$ cat src/rtl/rsb_pkg.sv
package rsb_pkg;
  localparam int FLAG_W = 8;
  localparam int F_S  = 7;
  localparam int F_Z  = 6;
  localparam int F_H  = 4;
  localparam int F_PV = 2;
  localparam int F_N  = 1;
  localparam int F_C  = 0;

  typedef enum logic [2:0] {
    SH_ROL_CIRC = 3'd0,
    SH_ROR_CIRC = 3'd1,
    SH_ROL_CARRY = 3'd2,
    SH_ROR_CARRY = 3'd3,
    SH_LEFT_ZERO = 3'd4,
    SH_RIGHT_SIGN = 3'd5,
    SH_LEFT_ONE = 3'd6,
    SH_RIGHT_ZERO = 3'd7
  } shift_kind_e;

  typedef enum logic [1:0] {
    CL_SHIFT = 2'd0,
    CL_TEST  = 2'd1,
    CL_CLEAR = 2'd2,
    CL_SET   = 2'd3
  } op_class_e;
endpackage

$ cat src/rtl/rsb_shift.sv
module rsb_shift
  import rsb_pkg::*;
#(
  parameter int W = 8
) (
  input  shift_kind_e  kind,
  input  logic [W-1:0] a,
  input  logic         cin,
  output logic [W-1:0] res,
  output logic         cout
);
  always_comb begin
    res  = a;
    cout = 1'b0;
    case (kind)
      SH_ROL_CIRC:   begin res = {a[W-2:0], a[W-1]}; cout = a[W-1]; end
      SH_ROR_CIRC:   begin res = {a[0], a[W-1:1]};   cout = a[0];   end
      SH_ROL_CARRY:  begin res = {a[W-2:0], cin};    cout = a[W-1]; end
      SH_ROR_CARRY:  begin res = {cin, a[W-1:1]};    cout = a[0];   end
      SH_LEFT_ZERO:  begin res = {a[W-2:0], 1'b0};   cout = a[W-1]; end
      SH_RIGHT_SIGN: begin res = {a[W-1], a[W-1:1]}; cout = a[0];   end
      SH_LEFT_ONE:   begin res = {a[W-2:0], 1'b1};   cout = a[W-1]; end
      default:       begin res = {1'b0, a[W-1:1]};   cout = a[0];   end
    endcase
  end
endmodule

$ cat src/rtl/rsb_bitop.sv
module rsb_bitop
  import rsb_pkg::*;
#(
  parameter int W = 8,
  localparam int IW = $clog2(W)
) (
  input  op_class_e     cls,
  input  logic [IW-1:0] idx,
  input  logic [W-1:0]  a,
  output logic [W-1:0]  res,
  output logic          tested
);
  logic [W-1:0] mask;

  for (genvar i = 0; i < W; i++) begin : g_mask
    assign mask[i] = (idx == IW'(i));
  end

  always_comb begin
    case (cls)
      CL_CLEAR: res = a & ~mask;
      CL_SET:   res = a | mask;
      default:  res = a;
    endcase
  end

  assign tested = |(a & mask);
endmodule

$ cat src/rtl/rsb_unit.sv
module rsb_unit
  import rsb_pkg::*;
#(
  parameter int W = 8,
  localparam int IW = $clog2(W)
) (
  input  logic              clk,
  input  logic              rst,
  input  logic              in_valid,
  input  logic [7:0]        op_code,
  input  logic [W-1:0]      operand,
  input  logic [FLAG_W-1:0] flags_in,
  output logic              out_valid,
  output logic [W-1:0]      result,
  output logic              wr_en,
  output logic [FLAG_W-1:0] flags_out
);
  op_class_e    cls;
  shift_kind_e  kind;
  logic [W-1:0] sh_res, bit_res, nxt_res;
  logic         sh_cout, tested, nxt_wr;
  logic [FLAG_W-1:0] nxt_flags;

  assign cls  = op_class_e'(op_code[7:6]);
  assign kind = shift_kind_e'(op_code[5:3]);

  rsb_shift #(.W(W)) u_shift (
    .kind(kind), .a(operand), .cin(flags_in[F_C]),
    .res(sh_res), .cout(sh_cout)
  );

  rsb_bitop #(.W(W)) u_bitop (
    .cls(cls), .idx(op_code[3+IW-1:3]), .a(operand),
    .res(bit_res), .tested(tested)
  );

  always_comb begin
    nxt_flags = flags_in;
    nxt_res   = bit_res;
    nxt_wr    = 1'b1;
    case (cls)
      CL_SHIFT: begin
        nxt_res         = sh_res;
        nxt_flags[F_S]  = sh_res[W-1];
        nxt_flags[F_Z]  = (sh_res == '0);
        nxt_flags[F_H]  = 1'b0;
        nxt_flags[F_PV] = ~^sh_res;
        nxt_flags[F_N]  = 1'b0;
        nxt_flags[F_C]  = sh_cout;
      end
      CL_TEST: begin
        nxt_wr          = 1'b0;
        nxt_flags[F_S]  = tested && (op_code[3+IW-1:3] == IW'(W-1));
        nxt_flags[F_Z]  = ~tested;
        nxt_flags[F_H]  = 1'b1;
        nxt_flags[F_PV] = ~tested;
        nxt_flags[F_N]  = 1'b0;
      end
      default: ;
    endcase
  end

  always_ff @(posedge clk) begin
    if (rst) begin
      out_valid <= 1'b0;
      result    <= '0;
      wr_en     <= 1'b0;
      flags_out <= '0;
    end else begin
      out_valid <= in_valid;
      if (in_valid) begin
        result    <= nxt_res;
        wr_en     <= nxt_wr;
        flags_out <= nxt_flags;
      end
    end
  end
endmodule

$ cat config.mk
export PLATFORM = sky130hd
export DESIGN_NAME = rsb_unit
export DESIGN_NICKNAME = d
export VERILOG_FILES = /design/src/rtl/rsb_pkg.sv /design/src/rtl/rsb_shift.sv /design/src/rtl/rsb_bitop.sv /design/src/rtl/rsb_unit.sv
export SDC_FILE = /design/constraint.sdc
export NUM_CORES = 1
export LEC_CHECK = 0
export BUFFER_PORTS_ARGS = -buffer_cell sky130_fd_sc_hd__buf_2
export CAP_MARGIN = 10
export CORE_AREA = 5 5 57 59
export CTS_CLUSTER_DIAMETER = 100
export DETAILED_ROUTE_END_ITERATION = 10
export DIE_AREA = 0 0 62 64
export GPL_TIMING_DRIVEN = 0
export PLACE_DENSITY = 0.75
export SLEW_MARGIN = 20
export SYNTH_ARGS = -nofsm -noshare
export SYNTH_HDL_FRONTEND = slang
export SYNTH_SLANG_ARGS = --single-unit
$ cat constraint.sdc
create_clock -name clk -period 2.3 [get_ports clk]
set_input_delay 0.23 -clock clk [delete_from_list [all_inputs] [get_ports clk]]
set_output_delay 0.23 -clock clk [all_outputs]
set_load 0.02 [all_outputs]
==> results.yml <==
cells_and_area:
  layout-drive-gt1-share_pct: 24.7
  area_growth_syn_to_layout_pct: 21.6
  layout_common_cells: "buf_2 (38), nor2_1 (21), dfxtp_1 (18), mux2i_1 (13), a21oi_1 (10)"
  layout_commonest_cell: "buf_2"
  nets: 222
  diodes: 0
sta:
  fin_worst_skew_ps: 0
  period_needed_ps: 2030
  fmax_mhz: 492
  hold_viol_final: 0
  worst_pin_slew_ps: 494
  hold_slack_ps: 181
  period_share_pct: 88.4
  grt_setup_unrepaired: "false"
  finalSetupViolCount: 0
  max_slew_margin_pct: 67.1
  slew_violations: 0
  tns_ps: 0
worst_setup_path:
  crit_arrival_ps: 2240
  criticalPathCategory: "in2reg"
  critPathMaxFanout: 10
  crit_required_ps: 2510
  end_kind: "register"
  cp-start-kind: "input port"
logic_synthesis:
  synthDistinctLibCells: 36
  synth-seq-cells: 18
  avgSynthCellArea_um2: 8.28
  syn_area_um2: 1230
  yosysWarnings: 0
  yosysSeqAreaShare_pct: 29.4
  syn_nets: 179
  synth_flop_cell: "dfxtp_1"
  synth_edf_count: 0
  ys_async_sr_fraction_pct: 0
  synth_cells: 148
place:
  gp_congestion: 0.888
  port-buffer-count: 38
  dp_hpwl_um: 2700
pwr:
  sw_frac_of_total_pct: 32.4
  power_frac_clock_pct: 24.3
  p_per_area_nw_per_um2: 532
  irDropWorstVdd_mv: 0.315
  seqPwrFrac_pct: 43.4
  intPower_w: 0.000536
  power_switching_w: 0.000257
  p_leak_nw: 0.654
  power_frac_comb_pct: 32.3
flow_run:
  max_cap_violations: 0
floorplan:
  num_rows: 19
  start_util_pct: 46.1
  io_pins: 45
  die_h_um: 64
  dieArea_um2: 3970
  dieWidth_um: 62
  coreArea_um2: 2660
global_route:
  grt_pass1_wl_um: 5320
  grt_pass1_vias: 1177
  grt_max_degree: 11
  grt_usage_pct: 17.2
  overflow: 0
  grt_antenna_before_repair: 0
clock_tree:
  postCtsSetupRepairBufs: 0
  numCtsBuffers: 3
  cts_tree: "yes"
  cts.sinks: 18
  clk_pin_slew_ps: 100
  clock_insertion_delay_worst_skew_ps: 290
  clock_tree.root_cell: "clkbuf_4"
  hold_buffers: 0
  clk_path_buf_depth: 2
  cts.repair.resized: 0
  htreeDepth: 1
drt:
  drt_pass1_iterations: 4
  routedWlPerCell_um: 15.2
  drc_errors: 0
  detail_route.vias_per_cell: 5.87
  num_vias: 1297
  ant_nets: 0
  wl_um: 3360
  drtIter0Drc: 59
outcome:
  status: "finished clean"
hold_path:
  worstHoldPathType: "in2reg"
## stage by stage
stage	instance area (µm²)	utilization, %	power, W	std cells	setup slack (ps)
final	1490	56.0	0.000793	221	266
after global routing	1490	56.0	0.000836	221	192
after CTS	1490	56.0	0.000800	221	345
after detailed placement	1460	54.7	0.000606	217	26.9
after global placement	1460	54.7	0.000598	217	40.5
after floorplan	1230	-	0.000521	148	305
## power by group through the flow
stage / clock network [W] / registers (W) / logic, W
after detailed placement: 0 / 0.000351 / 0.000255
after floorplan: 0 / 0.000379 / 0.000142
final: 0.000193 / 0.000344 / 0.000256
after global routing: 0.000211 / 0.000346 / 0.000278
after global placement: 0 / 0.000350 / 0.000248
after CTS: 0.000201 / 0.000344 / 0.000255
## sequential cells by signal (all words and copies together), names as in the netlist
register / cells
flags_out: 8
out_valid: 1
result: 8
wr_en: 1
## worst paths after layout
kind	start	to	slack, ps	cells after the start
max	op_code[3]	flags_out[2]	270	10
min	flags_in[5]	flags_out[5]	180	3
min reg2reg	flags_out[1]	flags_out[1]	470	2
max reg2reg	flags_out[6]	flags_out[6]	1540	2
## worst max-delay path, cell delays in order
cell,delay [ps]
buf_6,110
buf_12,140
clkbuf_1,220
a221oi_1,360
nor2_1,100
ha_1,320
xnor2_1,140
xnor2_1,240
a22oi_1,110
a311oi_1,270
## cell type report
| type | count | area, µm² |
|---|---|---|
| multi-input combinational | 114 | 782 |
| sequential | 18 | 360 |
| clock buffer | 4 | 36.3 |
| fill | 278 | 1170 |
| timing repair buffer | 38 | 190 |
| tap | 31 | 38.8 |
| buffer | 12 | 68.8 |
| inverter | 4 | 15.0 |
## Yosys cell counts (2+ instances only)
cell type	instances	area (µm²)
nor2b_1	4	25.0
nor3_1	6	30.0
dfxtp_1	18	360
buf_1	2	7.51
clkbuf_1	8	30.0
inv_1	4	15.0
xnor2_1	3	26.3
nand3_1	3	15.0
a21oi_1	10	50.1
nand2_1	4	15.0
o21ai_0	8	40.0
nand2b_1	3	18.8
mux2i_1	13	130
a21boi_0	7	52.6
nor2_1	21	78.8
a311oi_1	9	78.8
a211oi_1	3	22.5
ha_1	4	50.1
## logic make-up (layout without fill, tap and decap cells)
family	Yosys count	count (layout)	synth area share, %
buffers and inverters	16	58	6.84
DFF	18	18	29.4
adders and majority gates	4	4	4.08
muxes	15	15	13.4
xor gates and xnor gates	3	3	2.14
AOI/OAI and AO/OA	48	48	27.3
and+or+nand+nor	44	44	16.8
## layer usage
metal	share of wire [%]	vias up	track usage, %
met1	44	581	23.7
met3	11	7	1.81
met2	44	75	26.2
met4	1.7	0	7.96
li1	-	634	-
met5	0	-	0
Note: power is estimated with default switching activity, not from simulation.
